`config.mk`:
```
export PLATFORM = sky130hd
export DESIGN_NAME = tpio_top
export DESIGN_NICKNAME = d
export VERILOG_FILES = /design/src/rtl/tpio_pkg.sv /design/src/rtl/tpio_cfg_regs.sv /design/src/rtl/tpio_pin_map.sv /design/src/rtl/tpio_read_path.sv /design/src/rtl/tpio_top.sv
export SDC_FILE = /design/constraint.sdc
export NUM_CORES = 1
export LEC_CHECK = 0
export ABC_AREA = 1
export BUFFER_PORTS_ARGS = -buffer_cell sky130_fd_sc_hd__buf_2
export CAP_MARGIN = 20
export CELL_PAD_IN_SITES_DETAIL_PLACEMENT = 0
export CELL_PAD_IN_SITES_GLOBAL_PLACEMENT = 2
export CORE_UTILIZATION = 23
export DETAILED_ROUTE_END_ITERATION = 7
export PLACE_DENSITY = 0.82
export SKIP_LAST_GASP = 1
export SLEW_MARGIN = 25
export SYNTH_ARGS = -nofsm -noshare
export SYNTH_HDL_FRONTEND = slang
export SYNTH_SLANG_ARGS = --single-unit
```
`constraint.sdc`:
```
create_clock -name clk -period 1.5 [get_ports clk]
set_clock_uncertainty 0.05 [all_clocks]
set_input_delay 0.3 -clock clk [delete_from_list [all_inputs] [get_ports clk]]
set_output_delay 0.3 -clock clk [all_outputs]
set_load 0.005 [all_outputs]
```
`src/rtl/tpio_pkg.sv`:
```
package tpio_pkg;
  localparam int PORT_W = 8;
  localparam int IDX_W  = $clog2(PORT_W);

  typedef enum logic [1:0] {
    SEL_A    = 2'b00,
    SEL_B    = 2'b01,
    SEL_C    = 2'b10,
    SEL_CTRL = 2'b11
  } sel_e;

  // bit order matches configuration word bits 6:0
  typedef struct packed {
    logic [1:0] a_mode;
    logic       a_in;
    logic       cu_in;
    logic       b_mode;
    logic       b_in;
    logic       cl_in;
  } cfg_t;

  localparam cfg_t CFG_RESET = '{a_mode: 2'b00, a_in: 1'b1, cu_in: 1'b1,
                                 b_mode: 1'b0, b_in: 1'b1, cl_in: 1'b1};
endpackage

```
`src/rtl/tpio_cfg_regs.sv`:
```
module tpio_cfg_regs
  import tpio_pkg::*;
#(
  parameter int W  = PORT_W,
  localparam int IW = $clog2(W)
) (
  input  logic         clk,
  input  logic         rst,
  input  logic         wr_en,
  input  sel_e         sel,
  input  logic [W-1:0] wdata,
  output cfg_t         cfg_q,
  output logic [W-1:0] pa_q,
  output logic [W-1:0] pb_q,
  output logic [W-1:0] pc_q
);
  logic ctrl_wr, mode_wr, bit_wr;
  logic [IW-1:0] bit_idx;

  assign ctrl_wr = wr_en && (sel == SEL_CTRL);
  assign mode_wr = ctrl_wr && wdata[W-1];
  assign bit_wr  = ctrl_wr && !wdata[W-1];
  assign bit_idx = wdata[IW:1];

  always_ff @(posedge clk) begin
    if (rst) begin
      cfg_q <= CFG_RESET;
      pa_q  <= '0;
      pb_q  <= '0;
      pc_q  <= '0;
    end else if (mode_wr) begin
      cfg_q <= cfg_t'(wdata[6:0]);
      pa_q  <= '0;
      pb_q  <= '0;
      pc_q  <= '0;
    end else if (bit_wr) begin
      pc_q[bit_idx] <= wdata[0];
    end else if (wr_en) begin
      case (sel)
        SEL_A:   pa_q <= wdata;
        SEL_B:   pb_q <= wdata;
        SEL_C:   pc_q <= wdata;
        default: ;
      endcase
    end
  end


  latch_clear_chk: assert property (@(posedge clk) disable iff (rst)
    mode_wr |=> (pa_q == '0 && pb_q == '0 && pc_q == '0));

  single_bit_chk: assert property (@(posedge clk) disable iff (rst)
    bit_wr |=> ($countones(pc_q ^ $past(pc_q)) <= 1));

  bit_keeps_cfg_chk: assert property (@(posedge clk) disable iff (rst)
    bit_wr |=> $stable(cfg_q));

  reset_input_chk: assert property (@(posedge clk)
    rst |=> (cfg_q.a_in && cfg_q.b_in && cfg_q.cu_in && cfg_q.cl_in));
endmodule

```
`src/rtl/tpio_pin_map.sv`:
```
module tpio_pin_map
  import tpio_pkg::*;
#(
  parameter int W = PORT_W,
  localparam int HALF = W / 2
) (
  input  cfg_t         cfg_q,
  output logic [W-1:0] pc_claim,
  output logic [W-1:0] pc_oe
);
  logic a_hs, b_hs;
  logic [W-1:0] dir_out;

  assign a_hs = (cfg_q.a_mode == 2'b01);
  assign b_hs = cfg_q.b_mode;

  for (genvar i = 0; i < W; i++) begin : g_dir
    if (i < HALF) begin : g_lo
      assign dir_out[i] = !cfg_q.cl_in;
    end else begin : g_hi
      assign dir_out[i] = !cfg_q.cu_in;
    end
  end

  always_comb begin
    pc_claim = '0;
    if (b_hs) pc_claim[2:0] = 3'b111;
    if (a_hs) begin
      if (cfg_q.a_in) pc_claim[5:3] = 3'b111;
      else begin
        pc_claim[3] = 1'b1;
        pc_claim[6] = 1'b1;
        pc_claim[7] = 1'b1;
      end
    end
  end

  assign pc_oe = dir_out & ~pc_claim;
endmodule

```
`src/rtl/tpio_read_path.sv`:
```
module tpio_read_path
  import tpio_pkg::*;
#(
  parameter int W = PORT_W
) (
  input  logic         clk,
  input  logic         rst,
  input  logic         rd_en,
  input  logic         cs_n,
  input  sel_e         sel,
  input  logic [W-1:0] pa_q,
  input  logic [W-1:0] pb_q,
  input  logic [W-1:0] pc_q,
  input  logic [W-1:0] pa_oe,
  input  logic [W-1:0] pb_oe,
  input  logic [W-1:0] pc_oe,
  input  logic [W-1:0] pa_in,
  input  logic [W-1:0] pb_in,
  input  logic [W-1:0] pc_in,
  output logic [W-1:0] rdata
);
  logic [W-1:0] rd_mux;

  always_comb begin
    case (sel)
      SEL_A:   rd_mux = (pa_oe & pa_q) | (~pa_oe & pa_in);
      SEL_B:   rd_mux = (pb_oe & pb_q) | (~pb_oe & pb_in);
      SEL_C:   rd_mux = (pc_oe & pc_q) | (~pc_oe & pc_in);
      default: rd_mux = '0;
    endcase
  end

  always_ff @(posedge clk) begin
    if (rst)        rdata <= '0;
    else if (rd_en) rdata <= rd_mux;
  end


  deselect_hold_chk: assert property (@(posedge clk) disable iff (rst)
    cs_n |=> $stable(rdata));

  ctrl_read_zero_chk: assert property (@(posedge clk) disable iff (rst)
    (rd_en && sel == SEL_CTRL) |=> (rdata == '0));
endmodule

```
`src/rtl/tpio_top.sv`:
```
module tpio_top
  import tpio_pkg::*;
#(
  parameter int W = PORT_W
) (
  input  logic         clk,
  input  logic         rst,
  input  logic         cs_n,
  input  logic         rd_n,
  input  logic         wr_n,
  input  logic [1:0]   addr,
  input  logic [W-1:0] wdata,
  output logic [W-1:0] rdata,
  input  logic [W-1:0] pa_in,
  input  logic [W-1:0] pb_in,
  input  logic [W-1:0] pc_in,
  output logic [W-1:0] pa_out,
  output logic [W-1:0] pb_out,
  output logic [W-1:0] pc_out,
  output logic [W-1:0] pa_oe,
  output logic [W-1:0] pb_oe,
  output logic [W-1:0] pc_oe,
  output logic [W-1:0] pc_claim
);
  logic wr_en, rd_en;
  sel_e sel;
  cfg_t cfg_q;

  assign wr_en = !cs_n && !wr_n;
  assign rd_en = !cs_n && !rd_n;
  assign sel   = sel_e'(addr);

  tpio_cfg_regs #(.W(W)) u_regs (
    .clk(clk), .rst(rst), .wr_en(wr_en), .sel(sel), .wdata(wdata),
    .cfg_q(cfg_q), .pa_q(pa_out), .pb_q(pb_out), .pc_q(pc_out)
  );

  tpio_pin_map #(.W(W)) u_map (
    .cfg_q(cfg_q), .pc_claim(pc_claim), .pc_oe(pc_oe)
  );

  assign pa_oe = {W{!cfg_q.a_in}};
  assign pb_oe = {W{!cfg_q.b_in}};

  tpio_read_path #(.W(W)) u_rd (
    .clk(clk), .rst(rst), .rd_en(rd_en), .cs_n(cs_n), .sel(sel),
    .pa_q(pa_out), .pb_q(pb_out), .pc_q(pc_out),
    .pa_oe(pa_oe), .pb_oe(pb_oe), .pc_oe(pc_oe),
    .pa_in(pa_in), .pb_in(pb_in), .pc_in(pc_in), .rdata(rdata)
  );


  claim_undriven_chk: assert property (@(posedge clk) disable iff (rst)
    (pc_oe & pc_claim) == '0);
endmodule

```
==> flow_summary.toml <==
[yosys]
ys_seq_area_frac = 0.338
synth_top_area_cell = "dfxtp_1"
synth-async-reset-ratio = 0
syn_area_um2 = 2310
yosys_warnings = 0
yosysMostFrequentCell = "nand2_1"
ys_top_cells_by_area = "dfxtp_1, nand2_1, buf_4, a21oi_1, inv_1"
ys_ff_latch = 39
synth_cell_types = 22
synth_top_area_frac = 0.338
synth_fp_nets = 407
synth_common_cells = "nand2_1, inv_1, dfxtp_1, a21oi_1, buf_4"
syn_avg_cell_area_um2 = 6.28
synth_flop_cell = "dfxtp_1"
synth_edf_count = 0
synthCells = 368

[pwr]
clock_power_share = 0.334
total_power_uw = 2240
power_leakage_uw = 0.00168
p_sw_uw = 684
peakVddDrop_mv = 0.307
pwr_density_cell_nw_per_um2 = 714
switching_share = 0.305
internal-power_uw = 1560
power_frac_seq = 0.484
combPwrFrac = 0.182

[sta]
layout_min_cycle_time_ns = 1.45
worst_pin_slew_ns = 0.337
hold_viol_final = 0
relSlewSlack = 0.776
setup_viol = 0
fmax_mhz = 689
worst_slack_ns = 0.0480
period_share = 0.968
rsz0062_at_grt = "true"
finalMaxSlewViolations = 0

[place]
port_buffers = 102
dp_cells = 596
dp_hpwl_um = 6280
place_area_um2 = 2960
globalplace.congestion = 0.821
pre_cts_ws_ns = -0.0842

[setup_path]
crit_family = "simple AND/OR/NAND/NOR gates"
crit_chain = "buf_4 -> or2_2 -> o211ai_1 -> nand3_1 -> nand2_1 -> a21oi_1"
required_ns = 1.65
crit_path_end_kind = "flip-flop"
path_buf_inv = 1
critPathMaxStageDelay_ns = 0.38
cp_slowest_cell = "dfxtp_4"
path_max_fanout = 9
cp.arrival_ns = 1.60
path_class = "reg2reg"
reg2regPathDepth = 6
worst-path-stages = 6
critPathLaunchType = "flip-flop"

[clock_network]
clk_pin_slew_ns = 0.09
root_buffer = "clkbuf_8"
htreeDepth = 2
cts_buffers = 5
cts_tree = "built"
insertion_delay_ns = 0.30
cts_sinks = 39
ctsHoldBuffers = 0
cts_max_path_buffers = 2

[floorplan]
rows = 36
fp.dieH_um = 102
die-area_um2 = 10500
start_util = 0.237
io_pins = 103
die_w_um = 102
design.core.area_um2 = 9770

[global_route]
met1_usage = 0.206
grt_max_degree = 17
grt_pass1_vias = 2420
grt.total_usage = 0.156
gr-max-usage-layer = "met2"
grt_pass1_wl_um = 12200
antenna_found_initial = 0
use_met2 = 0.261
overflow = 0
grt_use_met3 = 0.0335

[final_layout]
fin_area_um2 = 3140
diodes = 0
multi_input_area_um2 = 1170
nFillCells = 1139
stdcell_count = 607
seqCellArea_um2 = 793
nNetsFinal = 512
area_delta_synth_final_pct = 35.8
drive_gt1_frac = 0.361

[job]
max_cap_viol_count = 0

[worst_hold_path]
holdPathStages = 3
hold_class = "in2reg"

[drt]
viasPerCell = 4.18
routed_wl_um = 7840
final_antenna_net_count = 0
drc_errors = 0
first_pass_iters = 4
drt_iter0_drc = 93
routedWlPerCell_um = 12.9
dr_total_vias = 2537

[run_status]
outcome = "finished, final reports clean"
## placed cells by master, fill, tap and decap left out, drive strengths merged
| master | synthesis | routed |
|---|---|---|
| nand2 | 124 | 124 |
| buf | 30 | 130 |
| inv | 45 | 46 |
| a21oi | 35 | 35 |
| nor2 | 23 | 23 |
| or2 | 6 | 6 |
| nor3 | 8 | 8 |
| nand3 | 19 | 19 |
| o211ai | 8 | 8 |
| clkinv | 2 | 2 |
| clkbuf | 2 | 5 |
| dfxtp | 39 | 39 |
| o21ai | 27 | 27 |
| clkinvlp | 0 | 2 |
## stage by stage
step	util	TNS, ns	hold WS, ns
global placement	0.303	-0.0489	0.406
finish	0.321	0	0.248
global route	0.321	-0.0744	0.253
detailed placement	0.303	-0.411	0.407
floorplan	-	0	0.350
CTS	0.316	0	0.245
## worst reg2reg max path, delay by kind of cell, from the launching register on
family / cells / cell delay [ns]
flops: 1 / 0.38
simple gates: 3 / 0.58
buf+inv: 1 / 0.17
compound gates: 2 / 0.17
## final timing paths
| path | startpoint | endpoint | slack (ns) |
|---|---|---|---|
| worst max-delay path | u_regs.cfg_q[4] | u_rd.rdata[1] | 0.05 |
| worst min-delay path | wdata[5] | u_regs.cfg_q[5] | 0.25 |
| worst max register to register | u_regs.cfg_q[4] | u_rd.rdata[1] | 0.05 |
| worst min register to register | u_rd.rdata[5] | u_rd.rdata[5] | 0.42 |
## area by class of cell
class | count | area share
Clock buffer | 5 | 0.0219
Timing Repair Buffer | 130 | 0.234
Clock inverter | 3 | 0.00638
Inverter | 47 | 0.0594
Tap cell | 133 | 0.0530
Multi-Input combinational cell | 250 | 0.373
Sequential cell | 39 | 0.253
## power by group through the flow
| stage | Sequential (µW) | Clock (µW) | Combinational (µW) |
|---|---|---|---|
| after CTS | 1090 | 769 | 408 |
| after detailed placement | 1110 | 0 | 404 |
| after global placement | 1110 | 0 | 403 |
| after floorplan | 1110 | 0 | 211 |
| final | 1090 | 748 | 408 |
| after global routing | 1090 | 818 | 465 |
## registers in the layout, indices dropped and copies added (netlist names)
register,cells
u_regs.pc_q,8
u_regs.pb_q,8
u_regs.cfg_q,7
u_regs.pa_q,8
u_rd.rdata,8
## routing by layer
| layer | vias up | share of wire | wire [µm] |
|---|---|---|---|
| met4 | 0 | 0.0038 | 30 |
| met1 | 1127 | 0.49 | 3850 |
| li1 | 1350 | - | - |
| met5 | - | 0 | 0 |
| met3 | 2 | 0.038 | 298 |
| met2 | 58 | 0.47 | 3660 |
## cell families after synthesis
group	Yosys count	share of synthesized area
AO/OA/AOI/OAI	70	0.162
buffers and inverters	79	0.174
flip-flops	39	0.338
AND/OR/NAND/NOR	180	0.326
## repair_timing
item / 4_1_cts / 5_1_grt
buffers inserted: 1 / 3
endpoints found under the setup margin: 25 / 20
gates resized for setup: 13 / 13
pin swaps: 2 / 6
gates cloned: 0 / 0
No activity file was read; power rests on OpenSTA's default activity.
